--- src/rtl/nandseq_pkg.sv ---
// Shared types and control-word bit positions for the NAND phase sequencer.
package nandseq_pkg;

    // Bus window a request targets.
    typedef enum logic [1:0] {
        KIND_CMD  = 2'd0,
        KIND_ADDR = 2'd1,
        KIND_DATA = 2'd2
    } kind_e;

    // Phase of the bus cycle in progress.
    typedef enum logic [2:0] {
        PH_IDLE,
        PH_SETUP,
        PH_WAIT,
        PH_HOLD,
        PH_HIZ
    } phase_e;

    // Control word bit positions.
    localparam int CTL_SRST   = 0;
    localparam int CTL_WAITEN = 1;
    localparam int CTL_EN     = 2;
    localparam int CTL_NAND   = 3;
    localparam int CTL_W16    = 4;
    localparam int CTL_ECC    = 6;
    localparam int CTL_CLR_LO = 9;
    localparam int CTL_ALR_LO = 13;
    localparam int CTL_DLY_W  = 4;

endpackage

--- src/rtl/nandseq_phase_fsm.sv ---
// Phase sequencer: steps one bus cycle through setup, strobe, hold and release.
// Assumes phase counts stay stable while a cycle is running; wait and hold
// are clamped to a minimum of one.
module nandseq_phase_fsm
    import nandseq_pkg::*;
#(
    parameter int CNT_W = 8,
    localparam int LEN_W = CNT_W + 1
) (
    input  logic             clk,
    input  logic             rst_n,
    input  logic             abort,
    input  logic             start,
    input  logic             is_read,
    input  logic [LEN_W-1:0] setup_len,
    input  logic [CNT_W-1:0] wait_cnt,
    input  logic [CNT_W-1:0] hold_cnt,
    input  logic [CNT_W-1:0] hiz_cnt,
    output phase_e           phase,
    output logic             strobe_end
);

    phase_e             phase_q;
    logic [LEN_W-1:0]   cnt_q;
    logic [CNT_W-1:0]   wait_eff;
    logic [CNT_W-1:0]   hold_load;
    logic               cnt_zero;

    // Clamp wait to one and turn hold into a down-count load value.
    always_comb begin
        wait_eff  = (wait_cnt == '0) ? CNT_W'(1) : wait_cnt;
        hold_load = (hold_cnt == '0) ? '0 : hold_cnt - CNT_W'(1);
        cnt_zero  = (cnt_q == '0);
    end

    // Phase register and down counter.
    always_ff @(posedge clk) begin
        if (!rst_n || abort) begin
            phase_q <= PH_IDLE;
            cnt_q   <= '0;
        end else begin
            case (phase_q)
                PH_IDLE: if (start) begin
                    phase_q <= PH_SETUP;
                    cnt_q   <= setup_len;
                end
                PH_SETUP: if (cnt_zero) begin
                    phase_q <= PH_WAIT;
                    cnt_q   <= {1'b0, wait_eff};
                end else cnt_q <= cnt_q - LEN_W'(1);
                PH_WAIT: if (cnt_zero) begin
                    phase_q <= PH_HOLD;
                    cnt_q   <= {1'b0, hold_load};
                end else cnt_q <= cnt_q - LEN_W'(1);
                PH_HOLD: if (cnt_zero) begin
                    if (is_read && hiz_cnt != '0) begin
                        phase_q <= PH_HIZ;
                        cnt_q   <= {1'b0, hiz_cnt - CNT_W'(1)};
                    end else phase_q <= PH_IDLE;
                end else cnt_q <= cnt_q - LEN_W'(1);
                PH_HIZ: if (cnt_zero) phase_q <= PH_IDLE;
                        else cnt_q <= cnt_q - LEN_W'(1);
                default: phase_q <= PH_IDLE;
            endcase
        end
    end

    assign phase      = phase_q;
    assign strobe_end = (phase_q == PH_WAIT) && cnt_zero;


    wait_min_chk: assert property (@(posedge clk) disable iff (!rst_n)
        (phase_q == PH_WAIT && $past(phase_q) != PH_WAIT && !abort) |=> (phase_q == PH_WAIT));

endmodule

--- src/rtl/nandseq_pad_drive.sv ---
// Pin decode and read capture: maps the phase and the latched request onto
// the flash pins and returns read data with a one-cycle valid pulse.
// Assumes op_wide already folds in the bus-width setting.
module nandseq_pad_drive
    import nandseq_pkg::*;
#(
    parameter int DATA_W = 16
) (
    input  logic              clk,
    input  logic              rst_n,
    input  logic              abort,
    input  phase_e            phase,
    input  logic              strobe_end,
    input  kind_e             op_kind,
    input  logic              op_write,
    input  logic              op_wide,
    input  logic [DATA_W-1:0] op_wdata,
    input  logic [DATA_W-1:0] nand_dq_i,
    output logic              nand_ce_n,
    output logic              nand_cle,
    output logic              nand_ale,
    output logic              nand_we_n,
    output logic              nand_re_n,
    output logic [DATA_W-1:0] nand_dq_o,
    output logic              nand_dq_oe,
    output logic              rsp_valid,
    output logic [DATA_W-1:0] rsp_rdata
);

    logic              active;
    logic              strobe;
    logic [DATA_W-1:0] rd_lane;
    logic              rsp_valid_q;
    logic [DATA_W-1:0] rsp_data_q;

    // Control and strobe pins from the current phase.
    always_comb begin
        active     = (phase == PH_SETUP) || (phase == PH_WAIT) || (phase == PH_HOLD);
        strobe     = (phase == PH_WAIT);
        nand_ce_n  = !active;
        nand_cle   = active && (op_kind == KIND_CMD);
        nand_ale   = active && (op_kind == KIND_ADDR);
        nand_we_n  = !(strobe && op_write);
        nand_re_n  = !(strobe && !op_write);
        nand_dq_oe = active && op_write;
    end

    // Lane masking for byte cycles on a wide bus.
    generate
        if (DATA_W > 8) begin : g_wide_bus
            assign nand_dq_o = op_wide ? op_wdata : {{(DATA_W-8){1'b0}}, op_wdata[7:0]};
            assign rd_lane   = op_wide ? nand_dq_i : {{(DATA_W-8){1'b0}}, nand_dq_i[7:0]};
        end else begin : g_byte_bus
            assign nand_dq_o = op_wdata;
            assign rd_lane   = nand_dq_i;
        end
    endgenerate

    // Capture read data at the last strobe-low cycle.
    always_ff @(posedge clk) begin
        if (!rst_n) begin
            rsp_valid_q <= 1'b0;
            rsp_data_q  <= '0;
        end else begin
            rsp_valid_q <= strobe_end && !op_write && !abort;
            if (strobe_end && !op_write && !abort) rsp_data_q <= rd_lane;
        end
    end

    assign rsp_valid = rsp_valid_q;
    assign rsp_rdata = rsp_data_q;


    no_dual_strobe_chk: assert property (@(posedge clk) disable iff (!rst_n)
        !(!nand_we_n && !nand_re_n));

    no_cle_ale_chk: assert property (@(posedge clk) disable iff (!rst_n)
        !(nand_cle && nand_ale));

    no_drive_on_read_chk: assert property (@(posedge clk) disable iff (!rst_n)
        !nand_re_n |-> !nand_dq_oe);

    rsp_in_hold_chk: assert property (@(posedge clk) disable iff (!rst_n)
        rsp_valid |-> (phase == PH_HOLD && nand_re_n));

endmodule

--- src/rtl/nandseq_ecc_kick.sv ---
// ECC step restart: pulses once when the ECC enable bit goes from low to high.
// Assumes the bit must be seen low after reset before a pulse is allowed.
module nandseq_ecc_kick (
    input  logic clk,
    input  logic rst_n,
    input  logic ecc_en,
    output logic ecc_restart
);

    logic prev_q;
    logic pulse_q;

    // Edge detector with the history bit reset high.
    always_ff @(posedge clk) begin
        if (!rst_n) begin
            prev_q  <= 1'b1;
            pulse_q <= 1'b0;
        end else begin
            prev_q  <= ecc_en;
            pulse_q <= ecc_en && !prev_q;
        end
    end

    assign ecc_restart = pulse_q;


    ecc_single_pulse_chk: assert property (@(posedge clk) disable iff (!rst_n)
        ecc_restart |=> !ecc_restart);

endmodule

--- src/rtl/nand_phase_seq.sv ---
// NAND asynchronous bus phase sequencer top: accepts host requests, latches
// them, applies read-after-command/address extra settle and drives the pins.
// Assumes cfg_ctrl and cfg_timing change only while no cycle runs, except
// the soft reset bit.
module nand_phase_seq
    import nandseq_pkg::*;
#(
    parameter int DATA_W = 16,
    parameter int CNT_W  = 8,
    localparam int LEN_W = CNT_W + 1,
    localparam int TIM_W = 4 * CNT_W
) (
    input  logic              clk,
    input  logic              rst_n,
    input  logic [31:0]       cfg_ctrl,
    input  logic [TIM_W-1:0]  cfg_timing,
    input  logic              req_valid,
    output logic              req_ready,
    input  logic [1:0]        req_kind,
    input  logic              req_write,
    input  logic              req_wide,
    input  logic [DATA_W-1:0] req_wdata,
    output logic              rsp_valid,
    output logic [DATA_W-1:0] rsp_rdata,
    output logic              busy,
    output logic              ecc_restart,
    output logic              nand_ce_n,
    output logic              nand_cle,
    output logic              nand_ale,
    output logic              nand_we_n,
    output logic              nand_re_n,
    output logic [DATA_W-1:0] nand_dq_o,
    output logic              nand_dq_oe,
    input  logic [DATA_W-1:0] nand_dq_i,
    input  logic              nand_rb_n
);

    phase_e               phase;
    logic                 strobe_end;
    logic                 soft_rst, wait_en, bus_en, nand_sel, bus16;
    logic                 rb_block, accept;
    logic [CTL_DLY_W-1:0] dly_cmd, dly_addr, extra;
    logic [LEN_W-1:0]     setup_len;
    kind_e                kind_in;
    kind_e                op_kind_q, last_kind_q;
    logic                 op_write_q, op_wide_q;
    logic [DATA_W-1:0]    op_wdata_q;
    logic                 ctrl_unused;

    assign ctrl_unused = ^{cfg_ctrl[31:17], cfg_ctrl[8:7], cfg_ctrl[5]};

    // Decode control bits and the handshake.
    always_comb begin
        soft_rst  = cfg_ctrl[CTL_SRST];
        wait_en   = cfg_ctrl[CTL_WAITEN];
        bus_en    = cfg_ctrl[CTL_EN];
        nand_sel  = cfg_ctrl[CTL_NAND];
        bus16     = cfg_ctrl[CTL_W16] && (DATA_W > 8);
        dly_cmd   = cfg_ctrl[CTL_CLR_LO +: CTL_DLY_W];
        dly_addr  = cfg_ctrl[CTL_ALR_LO +: CTL_DLY_W];
        rb_block  = wait_en && !nand_rb_n;
        req_ready = (phase == PH_IDLE) && bus_en && nand_sel && !soft_rst && !rb_block;
        accept    = req_valid && req_ready;
        busy      = (phase != PH_IDLE) || rb_block;
    end

    // Request kind and extra settle for reads after command or address.
    always_comb begin
        kind_in = (req_kind == 2'd0) ? KIND_CMD : (req_kind == 2'd1) ? KIND_ADDR : KIND_DATA;
        extra   = '0;
        if (kind_in == KIND_DATA && !req_write) begin
            if (last_kind_q == KIND_CMD)       extra = dly_cmd;
            else if (last_kind_q == KIND_ADDR) extra = dly_addr;
        end
        setup_len = {1'b0, cfg_timing[CNT_W-1:0]} + LEN_W'(extra);
    end

    // Latch the accepted request and remember its kind.
    always_ff @(posedge clk) begin
        if (!rst_n) begin
            op_kind_q   <= KIND_DATA;
            last_kind_q <= KIND_DATA;
            op_write_q  <= 1'b1;
            op_wide_q   <= 1'b0;
            op_wdata_q  <= '0;
        end else if (accept) begin
            op_kind_q   <= kind_in;
            last_kind_q <= kind_in;
            op_write_q  <= (kind_in != KIND_DATA) || req_write;
            op_wide_q   <= bus16 && req_wide && (kind_in == KIND_DATA);
            op_wdata_q  <= req_wdata;
        end
    end

    nandseq_phase_fsm #(.CNT_W(CNT_W)) u_fsm (
        .clk        (clk),
        .rst_n      (rst_n),
        .abort      (soft_rst),
        .start      (accept),
        .is_read    (!op_write_q),
        .setup_len  (setup_len),
        .wait_cnt   (cfg_timing[CNT_W +: CNT_W]),
        .hold_cnt   (cfg_timing[2*CNT_W +: CNT_W]),
        .hiz_cnt    (cfg_timing[3*CNT_W +: CNT_W]),
        .phase      (phase),
        .strobe_end (strobe_end)
    );

    nandseq_pad_drive #(.DATA_W(DATA_W)) u_pads (
        .clk        (clk),
        .rst_n      (rst_n),
        .abort      (soft_rst),
        .phase      (phase),
        .strobe_end (strobe_end),
        .op_kind    (op_kind_q),
        .op_write   (op_write_q),
        .op_wide    (op_wide_q),
        .op_wdata   (op_wdata_q),
        .nand_dq_i  (nand_dq_i),
        .nand_ce_n  (nand_ce_n),
        .nand_cle   (nand_cle),
        .nand_ale   (nand_ale),
        .nand_we_n  (nand_we_n),
        .nand_re_n  (nand_re_n),
        .nand_dq_o  (nand_dq_o),
        .nand_dq_oe (nand_dq_oe),
        .rsp_valid  (rsp_valid),
        .rsp_rdata  (rsp_rdata)
    );

    nandseq_ecc_kick u_ecc (
        .clk         (clk),
        .rst_n       (rst_n),
        .ecc_en      (cfg_ctrl[CTL_ECC]),
        .ecc_restart (ecc_restart)
    );


    accept_idle_chk: assert property (@(posedge clk) disable iff (!rst_n)
        (req_valid && req_ready) |=> (phase == PH_SETUP || soft_rst));

endmodule

--- config.mk ---
export PLATFORM = sky130hd
export DESIGN_NAME = nand_phase_seq
export DESIGN_NICKNAME = d
export VERILOG_FILES = /design/src/rtl/nandseq_pkg.sv /design/src/rtl/nandseq_phase_fsm.sv /design/src/rtl/nandseq_pad_drive.sv /design/src/rtl/nandseq_ecc_kick.sv /design/src/rtl/nand_phase_seq.sv
export SDC_FILE = /design/constraint.sdc
export NUM_CORES = 1
export LEC_CHECK = 0
export CAP_MARGIN = 20
export CORE_ASPECT_RATIO = 0.75
export CORE_UTILIZATION = 44
export CTS_BUF_LIST = sky130_fd_sc_hd__clkbuf_8
export DETAILED_ROUTE_END_ITERATION = 16
export PLACE_DENSITY = 0.93
export SYNTH_ARGS = -nofsm -noshare
export SYNTH_HDL_FRONTEND = slang
export SYNTH_SLANG_ARGS = --single-unit
--- constraint.sdc ---
create_clock -name clk -period 3.75 [get_ports clk]
set_input_delay 0.5625 -clock clk [delete_from_list [all_inputs] [get_ports clk]]
set_output_delay 0.5625 -clock clk [all_outputs]
set_load 0.1 [all_outputs]
# After elaboration in Yosys (flattened, before gate mapping)
# Cells that the tools add are included.
# totals
register_bits,51
inputBits,104
elab_cells,97
# classes
addsub,4
n_eq_ne,15
n_mux,23
reduce_logical,45
# op_table
cell,count
$mux W9,6
$pmux W9 S5,1
$mux W16,2
$logic_and A1 B1 Y1,19
$mux W3,6
$logic_not A8 Y1,2
$mux W8,2
$sub A8 B1 Y8 const B,2
$pmux W3 S5,1
$mux W4,3
$logic_not A1 Y1,10
$add A8 B4 Y9,1
$logic_not A9 Y1,1
$sub A9 B1 Y9 const B,1
$ne A2 B2 Y1 const B,4
$reduce_bool A8 Y1,1
$eq A3 B2 Y1 const B,2
$ne A2 B1 Y1 const B,3
$logic_or A1 B1 Y1,5
$reduce_and A5 Y1,1
$reduce_bool A5 Y1,1
$eq A2 B1 Y1 const B,2
$logic_not A2 Y1,2
$mux W2,2
7 further kinds,7

# Longest topological paths before layout
# depth
depth_word,9
depth_mapped,11
ltp_nobuf,10

# Cells and area by module
# A second synthesis with hierarchy kept.
# unflattened
hier_cells,443
area_unflattened_um2,3580.9
# modules_own_cells
module,n_inst,cells_per_inst,area_per_inst_um2,seq_area_each_um2
nandseq_phase_fsm,1,209,1483.9,240.2
nand_phase_seq,1,132,1187.4,400.4
nandseq_pad_drive,1,98,854.6,340.3
nandseq_ecc_kick,1,4,55.1,40.0

# Worst setup path after synthesis
# No wires, ideal clock.
# synth_timing
path_type,register to output
from,register u_fsm.phase_q[2] (netlist: u_fsm.phase[2])
to,output port nand_ale
arrival_time_ns,3.713
required_time_ns,3.188
slack_ns,-0.525
path_stages_with_launch,4
path_buffers,1
path_cell_list,dfxtp_1 > clkbuf_1 > o21bai_1 > nor3b_1
# synth_via
elab_chain_len,4
# synth_rtl
element,line,source
start: declaration,nandseq_phase_fsm.sv:23,phase_e phase_q;
start signal: assignment,nandseq_phase_fsm.sv:39,phase_q <= PH_IDLE;
start signal: assignment,nandseq_phase_fsm.sv:44,phase_q <= PH_SETUP;
start signal: assignment,nandseq_phase_fsm.sv:48,phase_q <= PH_WAIT;
$eq A3 B1 Y1 / $eq A3 B2 Y1 (equally long branches),nandseq_pad_drive.sv:38,active = (phase == PH_SETUP) || (phase == PH_WAIT) || (phase == PH_HOLD);
$logic_or A1 B1 Y1,nandseq_pad_drive.sv:38,
$logic_or A1 B1 Y1 *,nandseq_pad_drive.sv:38,
$logic_and A1 B1 Y1 *,nandseq_pad_drive.sv:42,nand_ale = active && (op_kind == KIND_ADDR);
end: declaration,nand_phase_seq.sv:29,"output logic nand_ale,"
# Mark *: on every way between the ends. The rest lies on a longest branch, timed or not.

# Final worst setup path
# layout_timing
from,input port req_kind[1]
to,register u_fsm.cnt_q[6]
# layout_via
elab_chain_len,9
# layout_rtl
element,line,source
start: declaration,nand_phase_seq.sv:19,"input logic [1:0] req_kind,"
$eq A2 B1 Y1,nand_phase_seq.sv:69,kind_in = (req_kind == 2'd0) ? KIND_CMD : (req_kind == 2'd1) ? KIND_ADDR : KIND_DATA;
$mux W2,nand_phase_seq.sv:69,
$mux W2 *,nand_phase_seq.sv:69,
$eq A2 B2 Y1 *,nand_phase_seq.sv:71,if (kind_in == KIND_DATA && !req_write) begin
$logic_and A1 B1 Y1 *,nand_phase_seq.sv:71,
$mux W4 *,nand_phase_seq.sv:71,
$add A8 B4 Y9 *,nand_phase_seq.sv:75,"setup_len = {1'b0, cfg_timing[CNT_W-1:0]} + LEN_W'(extra);"
$mux W9 *,nandseq_phase_fsm.sv:43,PH_IDLE: if (start) begin
$pmux W9 S5 *,nandseq_phase_fsm.sv:42,case (phase_q)
end signal: assignment,nandseq_phase_fsm.sv:45,cnt_q <= setup_len;
end signal: assignment,nandseq_phase_fsm.sv:49,"cnt_q <= {1'b0, wait_eff};"
end signal: assignment,nandseq_phase_fsm.sv:50,end else cnt_q <= cnt_q - LEN_W'(1);
end: declaration,nandseq_phase_fsm.sv:24,logic [LEN_W-1:0] cnt_q;
# Mark *: on every way between the ends. The rest lies on a longest branch, timed or not. The select of a mux whose other input is x is not followed.
# A chain may end at the register's enable or synchronous reset.

==> impl_metrics.toml <==
[run_status]
run_status = "complete, no violations"

[clocking]
cts_inserted_buffers = 5
cts_tree = "yes"
root_buffer_cell = "sky130_fd_sc_hd__clkbuf_8"
htreeDepth = 2
post_cts.resized_instances = 0
cts_setup_buffers = 0
worst_setup_hold_path_clk_slew_ns = 0.09
max-clock-path-buffers = 2
clock_insertion_delay_worst_skew_ns = 0.30
postCtsHoldBufs = 0
tritoncts_num_sinks = 51

[yosys]
yosys_warnings = 0
yosys_register_bits = 51
synth_fp_nets = 556
postSynth.topFlopCell = "sky130_fd_sc_hd__dfxtp_1"
netlist-cell-type-count = 65
synth_enable_flop_cells = 0
synth_seq_area_share_pct = 30.5
syn-mean-instance-area_um2 = 7.58
syn_inst = 441
fraction_of_synthesis_flops_using_an_asynchronous_set_or_reset_pin_pct = 0
synthesis.area_um2 = 3340

[die]
die_area_um2 = 7960
die_height_um = 77.5
io_pins = 146
core_region_area_um2 = 7360
effective_utilization_at_floorplan_pct = 45.4
rows = 27
die-width_um = 103

[min_path]
hold_path_class = "register to register"

[layout]
antennaDiodeCount = 0
final_net_count = 662
post_route_cells_drive_above_1_share_pct = 6.58
postLayoutCoreUtil_pct = 63.6
filler_cell_count = 635
syn_to_final_growth_pct = 40.0

[critical_path]
cp_data_required_time_ns = 3.97
endpoint_kind = "register"
criticalPathCategory = "input port to register"
r2r.worst_path.cells = 10
regToRegEndpoint = "u_fsm.cnt_q[6]"
critPathMaxFanout = 5
worstSetupStartpoint = "req_kind[1]"
rr_startpoint = "last_kind_q[0]"
worst_setup_path_endpoint = "u_fsm.cnt_q[6]"
regToRegSetupSlack_ns = 0.92
critical_path.startpoint_type = "input port"
arrival_ns = 3.34

[pwr]
clkPwrFrac_pct = 31.5
seqPwrFrac_pct = 47.3
pleak_nw = 1.66
cellPowerDensity_nw_per_um2 = 250
internal_power_w = 0.000866
comb_power_share_pct = 21.2
irDropWorstVdd_mv = 0.215
netSwitchingPower_w = 0.000305
power.switching_fraction_pct = 26.0

[place]
dp_hpwl_um = 8030
io_buffer_count = 127
gp_routability_congestion = 0.925

[timing]
hold-worst-slack_ns = 0.412
setup_viol = 0
total_negative_slack_for_setup_checks_ns = 0
fin_worst_skew_ns = 0.00935
hold_vio_cnt_final = 0
maxSlewViolCount = 0
maxSlewHeadroom_pct = 32.9
final.period_utilization_pct = 83.3
period_minus_slack_ns = 3.12
grt_setup_unrepaired = "false"
timing_worst_slew_pin_value_ns = 1.00
maxClockFrequency_ghz = 0.320

[global_routing]
antenna_violations_before_repair = 0
grt_first_pass_wirelength_um = 16600
grt_usage_pct = 26.3
grt_start_max_net_pins = 38
globalRouteOverflowTotal = 0
grt_pass1_vias = 3537

[routing]
drt-total-wl_um = 10300
mean_number_of_vias_per_cell = 5.84
drc = 0
drt-pass1-iter-count = 5
routedWlPerCell_um = 16.0
routed-via-count = 3783
route.antenna.remaining_nets = 0
detailedRoute.firstIterationViolations = 277

[run]
max_cap_violations = 0
-- critical path, cell delays in order --
cell and delay, ns:
sky130_fd_sc_hd__clkdlybuf4s50_1 0.54, sky130_fd_sc_hd__or3b_2 0.52, sky130_fd_sc_hd__nor2_1 0.13, sky130_fd_sc_hd__ha_1 0.21, sky130_fd_sc_hd__fa_1 0.24, sky130_fd_sc_hd__a211oi_1 0.12
sky130_fd_sc_hd__nor3_1 0.24, sky130_fd_sc_hd__xor2_1 0.17, sky130_fd_sc_hd__nor2_1 0.07, sky130_fd_sc_hd__or3_1 0.38, sky130_fd_sc_hd__o31ai_2 0.17
-- per-layer routing --
metal / vias to the layer above / share of wire [%] / track usage, %
met3: 22 / 9.5 / 7.12
met4: 0 / 1.7 / 6.86
met2: 198 / 49 / 44.3
met1: 1782 / 40 / 32.6
met5: - / 0 / 0
li1: 1781 / - / -
-- logic make-up (layout without fill, tap and decap cells) --
family                   Yosys count  after routing  synth area share (%)
AO/OA/AOI/OAI                    121            121                  23.6
buffers and inverters             41            147                  6.17
flip-flops                        51             51                  30.5
multiplexers                       4              4                  1.20
adder cells (fa/ha/maj)           11             11                  4.34
XOR/XNOR                          19             19                  4.98
AND/OR/NAND/NOR                  194            194                  29.2
-- through the flow --
stage                     total power [W]  setup WS [ns]  instance area, um2  std cells
after floorplan                  0.000681         -0.176                3350        441
after global placement           0.000802          0.405                4580        641
after detailed placement         0.000810          0.333                4580        641
after CTS                         0.00117          0.635                4680        648
after global routing              0.00121          0.553                4680        648
final                             0.00117          0.626                4680        648
-- flip-flops by register name, summed over array words and instances, names as in the netlist --
signal / count
u_fsm.cnt_q: 9
op_wdata_q: 16
u_pads.rsp_valid: 1
op_write_q: 1
u_ecc.ecc_restart: 1
u_fsm.phase: 3
u_ecc.prev_q: 1
last_kind_q: 2
op_wide_q: 1
u_pads.rsp_rdata: 16
-- power groups by stage --
stage          combinational [W]  clock [W]  sequential [W]
2_1_floorplan           0.000115          0        0.000566
3_5_place_dp            0.000243          0        0.000566
3_3_place_gp            0.000236          0        0.000566
6_report                0.000248   0.000368        0.000554
4_1_cts                 0.000245   0.000375        0.000554
5_1_grt                 0.000265   0.000394        0.000555
-- worst min path at each step --
stage                 startpoint           endpoint  slack [ns]  cells after the start
floorplan           u_ecc.prev_q  u_ecc.ecc_restart        0.37                      1
global placement    u_ecc.prev_q  u_ecc.ecc_restart        0.38                      1
detailed placement  u_ecc.prev_q  u_ecc.ecc_restart        0.39                      1
CTS                 u_ecc.prev_q  u_ecc.ecc_restart        0.42                      1
global route        u_ecc.prev_q  u_ecc.ecc_restart        0.42                      1
finish              u_ecc.prev_q  u_ecc.ecc_restart        0.41                      1
-- cell usage after synthesis (5+ instances only) --
| cell type | instances | share of area, % |
|---|---|---|
| sky130_fd_sc_hd__buf_4 | 9 | 2.0 |
| sky130_fd_sc_hd__a21oi_1 | 48 | 7.2 |
| sky130_fd_sc_hd__inv_1 | 9 | 1.0 |
| sky130_fd_sc_hd__clkbuf_1 | 12 | 1.3 |
| sky130_fd_sc_hd__xor2_1 | 9 | 2.4 |
| sky130_fd_sc_hd__nand3_1 | 17 | 2.5 |
| sky130_fd_sc_hd__a211oi_1 | 9 | 2.0 |
| sky130_fd_sc_hd__nor2_1 | 29 | 3.3 |
| sky130_fd_sc_hd__nor4_1 | 7 | 1.3 |
| sky130_fd_sc_hd__nand2b_1 | 5 | 0.94 |
| sky130_fd_sc_hd__a31oi_1 | 5 | 0.94 |
| sky130_fd_sc_hd__buf_2 | 9 | 1.3 |
| sky130_fd_sc_hd__dfxtp_1 | 51 | 31 |
| sky130_fd_sc_hd__nor3b_1 | 7 | 1.6 |
| sky130_fd_sc_hd__o31ai_1 | 7 | 1.6 |
| sky130_fd_sc_hd__and2_1 | 10 | 1.9 |
| sky130_fd_sc_hd__nor2b_1 | 6 | 1.1 |
| sky130_fd_sc_hd__xnor2_1 | 10 | 2.6 |
| sky130_fd_sc_hd__nor3_1 | 12 | 1.8 |
| sky130_fd_sc_hd__o21ai_0 | 18 | 2.7 |
| sky130_fd_sc_hd__ha_1 | 10 | 3.7 |
| sky130_fd_sc_hd__nand2_1 | 79 | 8.9 |
-- cell usage in the layout (no fill, tap or decap), drive strengths merged, types with 3 or more instances in the layout --
cell,netlist,layout
or4,3,3
xor2,9,9
a21oi,49,49
mux2i,4,4
buf,19,14
a211oi,9,9
or3,4,4
o21ai,19,19
nor3,13,13
dfxtp,51,51
nor2,30,30
nor2b,6,6
a31oi,5,5
xnor2,10,10
o31ai,9,9
nor4,8,8
nor3b,7,7
nand3,17,17
o22ai,3,3
inv,10,10
nand2,80,80
o211ai,3,3
ha,10,10
clkdlybuf4s50,0,116
clkbuf,12,5
and2,10,10
o221ai,3,3
a22oi,3,3
nand2b,5,5
-- cell type report --
class / instances / area, um2 / area share [%]
well taps: 101 / 126 / 2.70
repair buffers: 130 / 1270 / 27.0
clock buffers: 5 / 68.8 / 1.47
flip-flops and latches: 51 / 1020 / 21.8
clock inverters: 2 / 37.5 / 0.801
inverters: 10 / 37.5 / 0.801
multi-input cells: 349 / 2130 / 45.4
Power figures use the tool's default switching activity.
